`config.mk`:
```
export PLATFORM = sky130hd
export DESIGN_NAME = dadda_mac
export DESIGN_NICKNAME = d
export VERILOG_FILES = /design/src/rtl/mac_pkg.sv /design/src/rtl/mac_cells.sv /design/src/rtl/mac_cpa.sv /design/src/rtl/dadda_tree4.sv /design/src/rtl/dadda_mac.sv
export SDC_FILE = /design/constraint.sdc
export NUM_CORES = 1
export LEC_CHECK = 0
export BUFFER_PORTS_ARGS = -buffer_cell sky130_fd_sc_hd__buf_2
export CAP_MARGIN = 10
export CORE_MARGIN = 2
export CORE_UTILIZATION = 25
export CTS_BUF_LIST = sky130_fd_sc_hd__clkbuf_4 sky130_fd_sc_hd__clkbuf_8
export CTS_CLUSTER_DIAMETER = 30
export CTS_CLUSTER_SIZE = 30
export DETAILED_ROUTE_END_ITERATION = 10
export HOLD_SLACK_MARGIN = 0.05
export PLACE_DENSITY = 0.48
export SLEW_MARGIN = 10
export SYNTH_ARGS = -nofsm -noshare
export SYNTH_HDL_FRONTEND = slang
export SYNTH_SLANG_ARGS = --single-unit
```
`constraint.sdc`:
```
create_clock -name clk -period 0.8 [get_ports clk]
set_input_delay 0.16 -clock clk [delete_from_list [all_inputs] [get_ports clk]]
set_output_delay 0.16 -clock clk [all_outputs]
set_load 0.1 [all_outputs]
```
`src/rtl/mac_pkg.sv`:
```
package mac_pkg;
  localparam int OP_W   = 4;
  localparam int PROD_W = 2 * OP_W;
  localparam int ACC_W  = 8;
  localparam int SYNC_STAGES = 2;

  typedef logic [OP_W-1:0]  op_t;
  typedef logic [PROD_W-1:0] prod_t;
  typedef logic [ACC_W-1:0] acc_t;
endpackage

```
`src/rtl/mac_cells.sv`:
```
module mac_fa (
  input  logic x,
  input  logic y,
  input  logic z,
  output logic s,
  output logic c
);
  assign s = x ^ y ^ z;
  assign c = (x & y) | (x & z) | (y & z);
endmodule

module mac_ha (
  input  logic x,
  input  logic y,
  output logic s,
  output logic c
);
  assign s = x ^ y;
  assign c = x & y;
endmodule

```
`src/rtl/mac_cpa.sv`:
```
module mac_cpa #(
  parameter int W = 8
) (
  input  logic [W-1:0] x,
  input  logic [W-1:0] y,
  output logic [W-1:0] s,
  output logic         co
);
  logic [W:0] cy;
  assign cy[0] = 1'b0;
  for (genvar k = 0; k < W; k++) begin : g_bit
    mac_fa u_fa (.x(x[k]), .y(y[k]), .z(cy[k]), .s(s[k]), .c(cy[k+1]));
  end
  assign co = cy[W];
endmodule

```
`src/rtl/dadda_tree4.sv`:
```
module dadda_tree4
  import mac_pkg::*;
(
  input  op_t   a,
  input  op_t   b,
  output prod_t prod,
  output logic  cpa_co
);
  // partial products: pp[i][j] = a[i] & b[j], weight i+j
  logic [OP_W-1:0] pp [OP_W];
  for (genvar i = 0; i < OP_W; i++) begin : g_row
    for (genvar j = 0; j < OP_W; j++) begin : g_col
      assign pp[i][j] = a[i] & b[j];
    end
  end

  // stage 1, height limit 3: columns 3 and 4
  logic s1, c1, s2, c2;
  mac_ha u_h1 (.x(pp[0][3]), .y(pp[1][2]), .s(s1), .c(c1));
  mac_ha u_h2 (.x(pp[1][3]), .y(pp[2][2]), .s(s2), .c(c2));

  // stage 2, height limit 2: columns 2..5
  logic s3, c3, s4, c4, s5, c5, s6, c6;
  mac_ha u_h3 (.x(pp[0][2]), .y(pp[1][1]), .s(s3), .c(c3));
  mac_fa u_f1 (.x(s1), .y(pp[2][1]), .z(pp[3][0]), .s(s4), .c(c4));
  mac_fa u_f2 (.x(s2), .y(pp[3][1]), .z(c1),       .s(s5), .c(c5));
  mac_fa u_f3 (.x(pp[2][3]), .y(pp[3][2]), .z(c2), .s(s6), .c(c6));

  // two remaining rows
  prod_t row_x, row_y;
  assign row_x = {1'b0, pp[3][3], s6, s5, s4, s3, pp[0][1], pp[0][0]};
  assign row_y = {1'b0, c6, c5, c4, c3, pp[2][0], pp[1][0], 1'b0};

  mac_cpa #(.W(PROD_W)) u_cpa (.x(row_x), .y(row_y), .s(prod), .co(cpa_co));
endmodule

```
`src/rtl/dadda_mac.sv`:
```
module dadda_mac
  import mac_pkg::*;
(
  input  logic       clk,
  input  logic       rst_n,
  input  logic       mac_vld_i,
  input  logic       mac_clr_i,
  input  logic [3:0] op_a_i,
  input  logic [3:0] op_b_i,
  output logic [7:0] acc_o
);
  // reset: asynchronous assert, synchronous release
  logic [SYNC_STAGES-1:0] rst_sync_q;
  logic                   rst_int_n;
  always_ff @(posedge clk or negedge rst_n) begin
    if (!rst_n) rst_sync_q <= '0;
    else        rst_sync_q <= {rst_sync_q[SYNC_STAGES-2:0], 1'b1};
  end
  assign rst_int_n = rst_sync_q[SYNC_STAGES-1];

  prod_t prod;
  logic  tree_co;
  dadda_tree4 u_tree (.a(op_a_i), .b(op_b_i), .prod(prod), .cpa_co(tree_co));

  acc_t acc_q, acc_nxt;
  logic acc_en;

  always_comb begin
    acc_en  = mac_vld_i | mac_clr_i;
    acc_nxt = acc_q;
    if (mac_clr_i)      acc_nxt = mac_vld_i ? prod : '0;
    else if (mac_vld_i) acc_nxt = acc_q + prod;
  end

  always_ff @(posedge clk or negedge rst_int_n) begin
    if (!rst_int_n)  acc_q <= '0;
    else if (acc_en) acc_q <= acc_nxt;
  end

  assign acc_o = acc_q;

  // tree output within 4x4 range, final adder never carries out
  p_prod_range_r2: assert property (@(posedge clk) disable iff (!rst_int_n)
    (prod <= 8'd225) && !tree_co);

  // accumulate
  p_accum_r3: assert property (@(posedge clk) disable iff (!rst_int_n)
    (mac_vld_i && !mac_clr_i) |=>
      acc_q == 8'($past(acc_q) + 8'($past(op_a_i)) * 8'($past(op_b_i))));

  // hold
  p_hold_r4: assert property (@(posedge clk) disable iff (!rst_int_n)
    (!mac_vld_i && !mac_clr_i) |=> $stable(acc_q));

  // clear with valid loads product
  p_load_r5: assert property (@(posedge clk) disable iff (!rst_int_n)
    (mac_vld_i && mac_clr_i) |=>
      acc_q == 8'(8'($past(op_a_i)) * 8'($past(op_b_i))));

  // clear without valid zeroes
  p_zero_r6: assert property (@(posedge clk) disable iff (!rst_int_n)
    (!mac_vld_i && mac_clr_i) |=> acc_q == 8'd0);
endmodule

```
---- Word level (Yosys, flattened, before mapping) ----
Index checks and enable logic that the tools add are counted.
operators by class
  add/subtract/negate cells ............... 1
  multiply operators ...................... 0
  divide/modulo/power cells ............... 0
  magnitude comparators ................... 0
  equal/unequal tests ..................... 0
  shift-type cells ........................ 0
  muxes and demuxes ....................... 3
  bitwise gates (word level) .............. 81
  reductions and logical operators ........ 2
operators by type and width
  kind                 count
  1-bit bitwise AND    44
  8-bit two-way mux    3
  1-bit bitwise XOR    20
  1-bit bitwise OR     17
  8-bit adder          1
  2-bit AND reduction  1
  2-bit nonzero test   1
storage, ports and cells
  bits in registers ....................... 10
  bits in latches ......................... 0
  RAM bits ................................ 0
  ROM bits ................................ 0
  input bits .............................. 12
  output and inout bits ................... 8
  logic and storage cells ................. 89
  memories kept ........................... 0

---- Depth between registers and ports, before layout ----
  depth after elaboration ................. 20
  depth in mapped cells ................... 16
  gate-level depth less buffers ........... 16

---- Cells and area by module ----
A second synthesis with hierarchy kept.
unflattened totals
  cells, all modules ...................... 118
  area, all modules ....................... 1,116.1 µm²
by module, submodules not included
  module       instances  cells each  area each (µm²)  sequential area each (µm²)
  dadda_mac    1          86          750.7            250.2
  mac_fa       11         1           20.0             0.0
  dadda_tree4  1          17          103.8            0.0
  mac_ha       3          1           12.5             0.0
  mac_cpa      1          1           3.8              0.0

---- Worst setup path after synthesis ----
Ideal clock, no wire load.
  path type ............................... input -> register
  from .................................... input port op_b_i[3]
  to ...................................... register acc_q[7] (netlist: acc_o[7])
  library setup time ...................... 129 ps
  data arrival time ....................... 3,261 ps
  required time ........................... 671 ps
  setup slack ............................. -2,590 ps
  cell stages on the path ................. 14
  path buffers ............................ 0
  cells stage by stage .................... and2_1 ha_1 fa_1 fa_1 inv_1 fa_1 inv_1 fa_1 fa_1 ha_1 nand2_1 o21ai_1 a21o_1 nand3_1
on the way
  cells in the longest elaborated chain, start to end .. 19
  elaborated cells on any way between the ends .. 59
  classes of those cells .................. 1 x add/sub; 3 x mux; 55 x bitwise
ends and longest elaborated chain
  item                            line               RTL
  from (decl)                     dadda_mac.sv:9     input logic [3:0] op_b_i,
  1-bit bitwise AND               dadda_tree4.sv:13  assign pp[i][j] = a[i] & b[j];
  1-bit bitwise XOR               mac_cells.sv:18    assign s = x ^ y;
  1-bit bitwise XOR (2 in a row)  mac_cells.sv:8     assign s = x ^ y ^ z;
  1-bit bitwise AND               mac_cells.sv:9     assign c = (x & y) | (x & z) | (y & z);
  1-bit bitwise OR (2 in a row)   mac_cells.sv:9
  1-bit bitwise AND               mac_cells.sv:9
  1-bit bitwise OR (2 in a row)   mac_cells.sv:9
  1-bit bitwise AND               mac_cells.sv:9
  1-bit bitwise OR (2 in a row)   mac_cells.sv:9
  1-bit bitwise AND               mac_cells.sv:9
  1-bit bitwise OR (2 in a row)   mac_cells.sv:9
  8-bit adder                     dadda_mac.sv:32    else if (mac_vld_i) acc_nxt = acc_q + prod;
  8-bit two-way mux               dadda_mac.sv:32
  8-bit two-way mux *             dadda_mac.sv:31    if (mac_clr_i) acc_nxt = mac_vld_i ? prod : '0;
  to (signal assigned)            dadda_mac.sv:37    else if (acc_en) acc_q <= acc_nxt;
  to (decl)                       dadda_mac.sv:25    acc_t acc_q, acc_nxt;
Mark *: on every way between the ends. The rest lies on a longest branch, timed or not. The select of a mux whose other input is x is not followed.
A chain may end at the register's enable or synchronous reset.

---- Final worst setup path ----
  from .................................... input port op_b_i[2]
  to ...................................... register acc_q[7] (netlist: acc_o[7])
on the way
  cells in the longest elaborated chain, start to end .. 20
  elaborated cells on any way between the ends .. 68
  classes of those cells .................. 1 x add/sub; 3 x mux; 64 x bitwise
ends and longest elaborated chain
  item                           line
  1-bit bitwise AND              dadda_tree4.sv:13
  1-bit bitwise XOR              mac_cells.sv:18
  1-bit bitwise AND              mac_cells.sv:9
  1-bit bitwise OR (2 in a row)  mac_cells.sv:9
  1-bit bitwise AND              mac_cells.sv:9
  1-bit bitwise OR (2 in a row)  mac_cells.sv:9
  1-bit bitwise AND              mac_cells.sv:9
  1-bit bitwise OR (2 in a row)  mac_cells.sv:9
  1-bit bitwise AND              mac_cells.sv:9
  1-bit bitwise OR (2 in a row)  mac_cells.sv:9
  1-bit bitwise AND              mac_cells.sv:9
  1-bit bitwise OR (2 in a row)  mac_cells.sv:9
  8-bit adder                    dadda_mac.sv:32
  8-bit two-way mux              dadda_mac.sv:32
  8-bit two-way mux *            dadda_mac.sv:31
Marked as above.

==> metrics <==
outcome=finished with violations; violated checks=negative setup slack; ANT cells=0; CTS Buf Count=3; Die Ht=69.68 um; final worst slack=-2.309 ns; share of the synthesized area in the top cell type=0.2320; peak supply drop=between 1 and 1.5 mV; Hold WS=around 0.15 ns; Synth cell types=29; Yosys top cell by area=dfrtp_1; syn nets=approximately 150; number of synthesized register bits=10; io pins=20; wire length per cell=12.51 um; RSZ-0062 raised after global routing=yes; critical path cell sequence=buf_6, and2_4, ha_4, fa_1, fa_2, inv_2, fa_2, inv_2, fa_2, fa_2, ha_4, a21oi_2, o21ai_2, o21ai_1, nand3_1; Final Core Density=0.4630; area of the mapped netlist=~1100 um^2; Final Skew=around 0.0023 ns; Synth-to-Final Area Change=75.41%; largest net degree at the start of global routing=14; Critical Path AT=approximately 3.2 ns; initial antenna violation count=0; leakage=a little under 0.9 nW; clock slew at reported path FFs=0.05 ns; total power draw=slightly below 6 mW; Area after DPL=between 1500 and 2000 um^2; RD Place Congestion=0.7939; final worst path period share=3.887; Post-DP HPWL=2203 um; Seq/Total Area, Yosys=0.2320; Setup crit end kind=flop; Max-Cap Viols=0; CTS HTree Levels=1; Final Critical Period=approximately 3.1 ns; final antenna-violating net count=0; CP Class=input port to flop; final instance area=between 1500 and 2000 um^2; Overflow after GRT=0; die area=between 4000 and 5000 um^2; Hold Vio Cnt, Final=0; endpoints failing setup=16; fin. max-slew vios=0; HP Class=flop to async pin; fmax=approximately 320 MHz; Sink Count=10; vias in the first global route=~1,100; highest net fanout along the worst path=3; core area=~4100 um^2; CP max-delay cell=fa_2; Rows=23; Pwr Density=3055 nW/um^2; vias per cell=4.463; Die Width=69.68 um; CTS tree=built; total track usage=0.1208; Syn Inst Count=114; average size of a mapped cell=9.461 um^2; layout cells sized above 1=0.5482; Initial DRT Pass Iterations=4; Port Buffers=19; Ys Warns=0; Main synth FF type=dfrtp_1; Largest stage delay, worst path=a little under 0.6 ns; global-route wire length before repair=approximately 4700 um; via count=roughly 960; Required @ worst endpoint=~0.92 ns; Initial Utilization=0.2639; crit-path most repeated cell=fa_2; Clock Tree Buf Depth=2; drt drc=0; main area contributors after synthesis=dfrtp_1 23%, fa_1 17%, ha_1 13%; type of origin of the critical path=input port; Detailed Route WL=roughly 2700 um; Post-synth EDFFs=0; clk_lat worst skew=around 0.24 ns; DRT iter0 DRCs=8; # nets final=199; async set-reset flop share out of synthesis=1.000; clock root buffer=clkbuf_8
[routing by layer]
layer	vias up	part of all wire	track usage
li1	490	-	-
met1	457	0.40	0.1393
met2	14	0.55	0.2222
met3	3	0.034	0.03343
met4	0	0.010	0.02564
met5	-	0	0
[cell usage after synthesis (3+ instances only)]
cell     instances
nand2_1          6
a21o_1           6
nor2_1           3
a22o_1           3
a21oi_1          8
and3_1           3
xor2_1           5
ha_1            11
o21ai_0          4
inv_1           11
nor3b_1          3
and2_1          14
dfrtp_1         10
fa_1             9
[worst max-delay path: cells and delay by family]
family          cells  cell delay [ns]
simple gates        2             0.25
fa+ha+maj           7             2.37
compound gates      3             0.29
buf+inv             3             0.19
[state kept, by name, indices dropped and copies added, names as in the netlist]
name and cells:
acc_o 8, rst_sync_q 2
[timing repair]
item,4_1_cts,5_1_grt
endpoints found under the setup margin,16,16
hold buffers,1,0
endpoints found under the hold margin,2,0
setup buffers,3,2
pin swaps,11,10
resized for setup,14,10
[cell families after synthesis]
kind of cell	share of synthesized area
simple gates	0.1763
other cells	0.003477
mux	0.03016
compound gates	0.1659
xor+xnor	0.04060
flops	0.2320
fa+ha+maj	0.2947
buf+inv	0.05684
[final timing paths]
check,startpoint,endpoint,slack [ns],cells after the start
worst max-delay path,op_b_i[2],acc_o[7]$_DFFE_PN0P_,-2.31,15
worst min-delay path,rst_sync_q[1]$_DFF_PN0_,acc_o[7]$_DFFE_PN0P_,0.15,0
worst max register to register,acc_o[0]$_DFFE_PN0P_,acc_o[6]$_DFFE_PN0P_,-1.18,7
worst min register to register,rst_sync_q[1]$_DFF_PN0_,acc_o[7]$_DFFE_PN0P_,0.15,0
max in group asynchronous,rst_sync_q[1]$_DFF_PN0_,acc_o[6]$_DFFE_PN0P_,0.35,0
min in group clk,mac_vld_i,acc_o[5]$_DFFE_PN0P_,0.35,3
[layout make-up]
cell class	count	area (um^2)
clock buffers	4	55.05
fillers	388	2195
inverters	11	41.29
multi-input cells	90	912.1
flip-flops and latches	10	280.3
well taps	50	62.56
repair buffers	51	540.5
[layout by cell type, fill, tap and decap left out, types with 4 or more instances in the layout]
cell type and instances:
a21oi_1 6, inv_2 6, ha_4 8, nand2_1 6, a21o_1 6, and2_4 4
clkbuf_8 4, buf_12 9, dfrtp_4 8, inv_1 5, fa_2 5, buf_4 18
buf_2 7, o21ai_1 4, and2_1 10, buf_6 16, xor2_1 4, fa_1 4
[where the power goes]
| part | leakage, nW | switching, mW | internal [mW] | total (mW) |
|---|---|---|---|---|
| sequential | 0.115 | 0.173 | 0.736 | 0.909 |
| clock | 0.0288 | 0.223 | 0.435 | 0.657 |
| combinational | 0.722 | 2.14 | 2.07 | 4.21 |
[through the flow]
step                      instances  setup TNS (ns)  setup slack (ns)
after floorplan                 114          -12.69            -2.405
after global placement          206          -15.56            -2.598
after detailed placement        206          -15.83            -2.669
after CTS                       214          -15.64            -2.341
after global routing            216          -16.45            -2.405
final                           216          -15.65            -2.309
Power figures use the tool's default switching activity.
